### src/rtl/ripple_max_pkg.sv
package ripple_max_pkg;

    localparam int unsigned MAG_BITS = 4;

    typedef enum logic {
        CMP_UNSIGNED = 1'b0,
        CMP_SIGNED   = 1'b1
    } cmp_mode_e;

    // Removes the sign position when the comparison is unsigned.
    function automatic logic [MAG_BITS:0] narrow_operand(
        input logic [MAG_BITS:0] v,
        input cmp_mode_e         m
    );
        return (m == CMP_SIGNED) ? v : {1'b0, v[MAG_BITS-1:0]};
    endfunction

endpackage

### src/rtl/gt_cell.sv
module gt_cell (
    input  logic x_bit,
    input  logic y_bit,
    input  logic gt_in,
    output logic gt_out
);
    // Majority of (x, ~y, gt_in): differing bits decide, equal bits pass gt_in.
    assign gt_out = (x_bit & ~y_bit) | (x_bit & gt_in) | (~y_bit & gt_in);
endmodule

### src/rtl/gt_chain.sv
module gt_chain #(
    parameter int unsigned MAG_W = 4,
    localparam int unsigned FULL_W = MAG_W + 1
) (
    input  logic [FULL_W-1:0] x_val,
    input  logic [FULL_W-1:0] y_val,
    output logic              gt_mag,
    output logic              gt_sgn
);
    logic [MAG_W:0] ripple;

    assign ripple[0] = 1'b0;

    for (genvar i = 0; i < MAG_W; i++) begin : g_mag
        gt_cell u_cell (
            .x_bit  (x_val[i]),
            .y_bit  (y_val[i]),
            .gt_in  (ripple[i]),
            .gt_out (ripple[i+1])
        );
    end

    // Sign position: same cell, operand inputs crossed.
    gt_cell u_sign_cell (
        .x_bit  (y_val[FULL_W-1]),
        .y_bit  (x_val[FULL_W-1]),
        .gt_in  (ripple[MAG_W]),
        .gt_out (gt_sgn)
    );

    assign gt_mag = ripple[MAG_W];
endmodule

### src/rtl/max_mux.sv
module max_mux #(
    parameter int unsigned W = 5
) (
    input  logic         pick_x,
    input  logic [W-1:0] x_val,
    input  logic [W-1:0] y_val,
    output logic [W-1:0] out_val
);
    always_comb begin
        out_val = pick_x ? x_val : y_val;
    end
endmodule

### src/rtl/ripple_max_sel.sv
module ripple_max_sel
    import ripple_max_pkg::*;
#(
    parameter int unsigned MAG_W = MAG_BITS,
    localparam int unsigned FULL_W = MAG_W + 1
) (
    input  logic              mode_signed,
    input  logic [FULL_W-1:0] opa,
    input  logic [FULL_W-1:0] opb,
    output logic              a_gt_b,
    output logic [FULL_W-1:0] z
);
    cmp_mode_e         mode;
    logic [FULL_W-1:0] opa_eff;
    logic [FULL_W-1:0] opb_eff;
    logic              gt_mag;
    logic              gt_sgn;

    assign mode    = cmp_mode_e'(mode_signed);
    assign opa_eff = (mode == CMP_SIGNED) ? opa : {1'b0, opa[MAG_W-1:0]};
    assign opb_eff = (mode == CMP_SIGNED) ? opb : {1'b0, opb[MAG_W-1:0]};

    gt_chain #(.MAG_W(MAG_W)) u_chain (
        .x_val  (opa),
        .y_val  (opb),
        .gt_mag (gt_mag),
        .gt_sgn (gt_sgn)
    );

    assign a_gt_b = (mode == CMP_SIGNED) ? gt_sgn : gt_mag;

    max_mux #(.W(FULL_W)) u_mux (
        .pick_x  (a_gt_b),
        .x_val   (opa_eff),
        .y_val   (opb_eff),
        .out_val (z)
    );
endmodule

### config.mk
export PLATFORM = sky130hd
export DESIGN_NAME = ripple_max_sel
export DESIGN_NICKNAME = d
export VERILOG_FILES = /design/src/rtl/ripple_max_pkg.sv /design/src/rtl/gt_cell.sv /design/src/rtl/gt_chain.sv /design/src/rtl/max_mux.sv /design/src/rtl/ripple_max_sel.sv
export SDC_FILE = /design/constraint.sdc
export NUM_CORES = 1
export LEC_CHECK = 0
export BUFFER_PORTS_ARGS = -buffer_cell sky130_fd_sc_hd__buf_2
export CELL_PAD_IN_SITES_DETAIL_PLACEMENT = 0
export CELL_PAD_IN_SITES_GLOBAL_PLACEMENT = 1
export CORE_AREA = 2 2 39 41
export DETAILED_ROUTE_END_ITERATION = 8
export DIE_AREA = 0 0 41 43
export PLACE_DENSITY = 0.69
export SLEW_MARGIN = 20
export SYNTH_ARGS = -nofsm -noshare
export SYNTH_HDL_FRONTEND = slang
export SYNTH_SLANG_ARGS = --single-unit
### constraint.sdc
create_clock -name vclk -period 0.9
set_input_delay 0.045 -clock vclk [all_inputs]
set_output_delay 0.045 -clock vclk [all_outputs]
set_load 0.02 [all_outputs]
==> key figures, run 1 <==
Global routing
  – Congestion Overflow GR: 0
  – Largest net degree at the start of global routing: 9
  – GRT Util Overall: 0.113
  – Initial antenna violation count: 0
  – First-pass GRT wire length: approximately 1500 microns
  – Via count of the first global-routing pass: 377

Pwr
  – Pwr dens: 616 mW/mm^2
  – Psw: 157 uW
  – Clk network pwr share: 0
  – Leakage: 0.262 nW
  – Power Total: about 330 uW
  – Logic pwr share: 1.000
  – Sw frac: 0.471
  – Internal power: 176 uW
  – Part of the power in registers: 0
  – Peak supply drop: 0.273 mV

Detailed routing
  – WL final: 894 microns
  – DRT antenna net count: 0
  – Post-route DRC: 0
  – Vias/cell: 4.79
  – Avg WL per Cell: 10.4 microns
  – Iter 0 DRT Violations: 7
  – Total number of vias: 412
  – TritonRoute pass-1 iters: 4

Critical path
  – CP startpoint kind: primary input
  – CP Capture Type: output port
  – Kind of critical path: in -> out
  – CP arrival: 1.08 ns
  – CP Max Fanout: 7
  – CP Data Required Time: 0.85 ns

STA
  – Worst-margin pin slew: 0.282 ns
  – Worst setup margin: -0.225 ns
  – Setup-failing EPs final: 5
  – Final hold viol count: 0
  – Final setup TNS: -0.876 ns
  – Slew HR: 0.812
  – Period minus WS final: around 1.1 ns
  – Unrepaired setup endpoints after global routing: yes
  – Slew Limit Fails: 0
  – Fmax: 889 MHz
  – Period utilisation layout: 1.25

Floorplan
  – Core Footprint: 0.00138 sq mm
  – Chip height: 43 microns
  – # rows: 14
  – Die Span X: 41 microns
  – IO Pins: 17
  – Starting Density: 0.181
  – Die Area: 0.00176 sq mm

Final layout
  – Post-Route Utilization: 0.391
  – Sequential cell area: 0 sq um
  – Seq_cells: 0
  – Most frequent cells in the layout: buf_4 (20), buf_2 (9), buf_6 (5)
  – Clkbuf count: 0
  – Antenna diodes: 0
  – Share of layout cells above drive strength 1: 0.600
  – Fin cells: 86
  – Fill count: between 100 and 150
  – # nets final: 83
  – Area growth from synthesis to final layout: 116%
  – Most common cell after layout, fill and taps aside: buf_4

Place
  – RD Place Congestion: between 0.7 and 0.8
  – Placed Instances: 83
  – Port Buffers: 17
  – Placement Setup Slack: -0.281 ns
  – DPL Wire Length: 695 microns

Hold path
  – Hold path depth: 3
  – Tightest Hold Check Type: in -> out

Logic synthesis
  – Yosys warns: 0
  – Gate Count Post-Synth: 38
  – Synth unique cells: 17
  – Mean post-synth cell area: 6.59 sq um
  – Sequential area share after synthesis: 0
  – Synthesized Nets: 49
  – Syn Std Cell Area: 250 sq um

Flow run
  – # Max-Cap Violations: 0

Run status
  – Failing checks: setup timing
  – Outcome: finished, violations left
==> kinds of logic after synthesis <==
logic type      count (synthesis)  synth area share
simple gates                   16             0.400
compound gates                 16             0.480
buf+inv                         6             0.120
==> final timing paths <==
path	startpoint	to	slack, ns
setup / recovery	opb[0]	z[2]	-0.22
hold / removal	opa[4]	z[4]	0.46
==> final cells by class <==
cell class                      count  area, sq um  area share
Inverter                            4         15.0      0.0278
Timing Repair Buffer               34          251       0.465
Multi-Input combinational cell     32          254       0.470
Tap cell                           16         20.0      0.0370
==> power groups by stage <==
stage / sequential (mW) / combinational [mW] / clock [mW]
after CTS: 0 / 0.318 / 0
final: 0 / 0.333 / 0
after global placement: 0 / 0.265 / 0
after detailed placement: 0 / 0.270 / 0
after global routing: 0 / 0.359 / 0
after floorplan: 0 / 0.145 / 0
==> worst max-delay path: stages <==
cell and delay, ns:
buf_6 0.09, or3b_4 0.39, o2111ai_4 0.12, buf_4 0.16
o211ai_1 0.09, buf_4 0.17
==> Yosys cell counts <==
library cell,number,area share
a21oi_1,3,0.060
and3b_1,2,0.070
a211oi_1,3,0.090
a32oi_1,3,0.11
clkbuf_1,1,0.015
nand3_1,1,0.020
nand2_1,4,0.060
inv_1,4,0.060
o211ai_1,3,0.090
buf_6,1,0.045
nand2b_1,4,0.10
or3b_1,1,0.035
o2111ai_2,1,0.060
a31oi_1,3,0.075
and3_2,1,0.030
nand3b_1,2,0.060
and2_1,1,0.025
==> what timing repair did <==
action	in CTS	in global routing
pin swaps	6	3
resized for setup	14	3
buffers inserted	2	1
hold buffers	0	0
setup endpoints to repair	5	5
gates cloned	0	0
==> metal layers <==
layer  wire, microns  up-vias  part of all wire  track usage
met2             453       10              0.51        0.206
met5               0        -                 0            0
li1                -      212                 -            -
met3              37        0             0.041      0.00524
met4               0        0                 0            0
met1             403      190              0.45        0.146
==> metrics by stage <==
step | hold WS, ns | cell area (sq um)
after floorplan | 0.256 | 255
after global placement | 0.477 | 449
after detailed placement | 0.484 | 449
after CTS | 0.464 | 518
after global routing | 0.472 | 541
final | 0.462 | 541
(Power assumes the default switching activity.)
==> inputs of run 2 (changes only) <==
--- a/config.mk
+++ b/config.mk
@@ -5,13 +5,14 @@
 export SDC_FILE = /design/constraint.sdc
 export NUM_CORES = 1
 export LEC_CHECK = 0
+export ABC_AREA = 1
 export BUFFER_PORTS_ARGS = -buffer_cell sky130_fd_sc_hd__buf_2
 export CELL_PAD_IN_SITES_DETAIL_PLACEMENT = 0
 export CELL_PAD_IN_SITES_GLOBAL_PLACEMENT = 1
 export CORE_AREA = 2 2 39 41
 export DETAILED_ROUTE_END_ITERATION = 8
 export DIE_AREA = 0 0 41 43
-export PLACE_DENSITY = 0.69
+export PLACE_DENSITY = 0.55
 export SLEW_MARGIN = 20
 export SYNTH_ARGS = -nofsm -noshare
 export SYNTH_HDL_FRONTEND = slang
==> key figures, run 2 <==
STA
  – Unrepaired setup endpoints after global routing: yes
  – Minimum hold slack: 0.358 ns
  – Worst setup margin: -0.0571 ns
  – Setup-failing EPs final: 4
  – Final hold viol count: 0
  – Slew Limit Fails: 0
  – Worst-margin pin slew: roughly 0.20 ns
  – Fmax: 1040 MHz
  – Period utilisation layout: 1.06
  – Period minus WS final: 0.957 ns
  – Final setup TNS: -0.215 ns
  – Slew HR: 0.870

Pwr
  – Psw: 149 uW
  – Logic pwr share: 1.000
  – Peak supply drop: about 0.23 mV
  – Clk network pwr share: 0
  – Internal power: 140 uW
  – Pwr dens: 705 mW/mm^2
  – Part of the power in registers: 0
  – Leakage: 0.239 nW
  – Sw frac: 0.516

Detailed routing
  – TritonRoute pass-1 iters: 1
  – Post-route DRC: 0
  – Total number of vias: 288
  – WL final: 595 microns
  – Vias/cell: approximately 3.8
  – DRT antenna net count: 0
  – Avg WL per Cell: 7.83 microns
  – Iter 0 DRT Violations: 0

Logic synthesis
  – Synth unique cells: 10
  – Yosys top cell area share: 0.383
  – Gate Count Post-Synth: 39
  – Yosys warns: 0
  – Synthesized Nets: 50
  – Sequential area share after synthesis: 0
  – Area contributors post-synth: nand2_1 (38%), nand3_1 (14%), inv_1 (13%)
  – Count leader, synth: nand2_1
  – Syn Std Cell Area: about 180 sq um
  – Commonest cells post-synth: nand2_1 (18), inv_1 (6), nand3_1 (5)
  – Mean post-synth cell area: 4.52 sq um
  – Leading area contributor after synthesis: nand2_1

Floorplan
  – # rows: 14
  – IO Pins: 17
  – Die Span X: 41 microns
  – Chip height: about 43 microns
  – Core Footprint: 0.00138 sq mm
  – Starting Density: 0.127
  – Die Area: around 0.0018 sq mm

Final layout
  – Post-Route Utilization: 0.297
  – Seq_cells: 0
  – Most frequent cells in the layout: nand2_1 (10), nand2_2 (8), buf_2 (8), buf_6 (8)
  – Fill count: 161
  – Most common cell after layout, fill and taps aside: nand2_1
  – # nets final: 73
  – Sequential cell area: 0 sq um
  – Area growth from synthesis to final layout: 133%
  – Fin area: 410 sq um
  – Share of layout cells above drive strength 1: 0.617
  – Antenna diodes: 0
  – Clkbuf count: 0

Critical path
  – CP startpoint kind: primary input
  – Kind of critical path: in -> out
  – Crit path capture: z[0]
  – CP arrival: 0.91 ns
  – Crit. Startpoint: opb[2]
  – CP Max Fanout: 5
  – CP Data Required Time: roughly 0.85 ns
  – CP Capture Type: output port

Global routing
  – Largest net degree at the start of global routing: 6
  – Initial antenna violation count: 0
  – Via count of the first global-routing pass: about 210
  – Met3 usage: 0.00524
  – Congestion Overflow GR: 0
  – GRT Util Overall: 0.0589
  – Global Route met1 Usage: 0.0791
  – Busiest layer in global routing: met2
  – First-pass GRT wire length: 779 microns
  – Met2 Track Usage GR: 0.103

Run status
  – Failing checks: setup timing
  – Outcome: finished, violations left

CTS
  – Hold_buf cts: 0

Place
  – Placed cell area: between 200 and 300 sq um
  – DPL Wire Length: 433 microns
  – RD Place Congestion: between 0.6 and 0.7
  – Port Buffers: 17

Hold path
  – Tightest Hold Check Type: in -> out

Flow run
  – # Max-Cap Violations: 0
run 2: worst min-delay path by stage:
stage	startpoint	to	slack, ns	depth (start not counted)
floorplan	opa[4]	z[4]	0.21	2
global placement	opb[0]	z[0]	0.41	4
detailed placement	opb[0]	z[0]	0.41	4
CTS	opb[0]	z[0]	0.38	4
global route	opb[0]	z[0]	0.38	4
finish	opb[0]	z[0]	0.36	4
run 2: critical path: stages:
cell and delay [ns]:
buf_8 0.09, or2_0 0.21, nand2_1 0.08, nand2_2 0.06, nand2_4 0.10, nand2_8 0.08, nand2_4 0.07, nand2_2 0.04
buf_6 0.12
run 2: layer usage:
| layer | up-vias | share of wire |
|---|---|---|
| met5 | - | 0 |
| met4 | 0 | 0 |
| met3 | 0 | 0.076 |
| met2 | 11 | 0.47 |
| met1 | 119 | 0.46 |
| li1 | 158 | - |
run 2: cell type report:
| class | instances | area (sq um) | share of cell area |
|---|---|---|---|
| Multi-Input combinational cell | 31 | 185 | 0.451 |
| Inverter | 8 | 30.0 | 0.0732 |
| Timing Repair Buffer | 21 | 175 | 0.427 |
| Tap cell | 16 | 20.0 | 0.0488 |
run 2: kinds of logic after synthesis:
kind of cell           share of synthesized area
AOI/OAI and AO/OA                         0.0283
buffers and inverters                      0.170
and+or+nand+nor                            0.801
run 2: stage by stage:
step           power [mW]  setup slack, ns  std cells
2_1_floorplan       0.121            0.153         39
3_3_place_gp        0.199          -0.0958         74
3_5_place_dp        0.197          -0.0800         74
4_1_cts             0.252          -0.0788         75
5_1_grt             0.313           -0.129         76
6_report            0.289          -0.0571         76
run 2: repair_timing:
action	in CTS	in global routing
resized for setup	16	14
setup buffers	1	1
pin swaps	7	8
endpoints found under the setup margin	5	5
run 2: power by group through the flow:
stage / sequential, mW / combinational (mW) / clock, mW
after detailed placement: 0 / 0.197 / 0
after CTS: 0 / 0.252 / 0
after floorplan: 0 / 0.121 / 0
after global routing: 0 / 0.313 / 0
final: 0 / 0.289 / 0
after global placement: 0 / 0.199 / 0
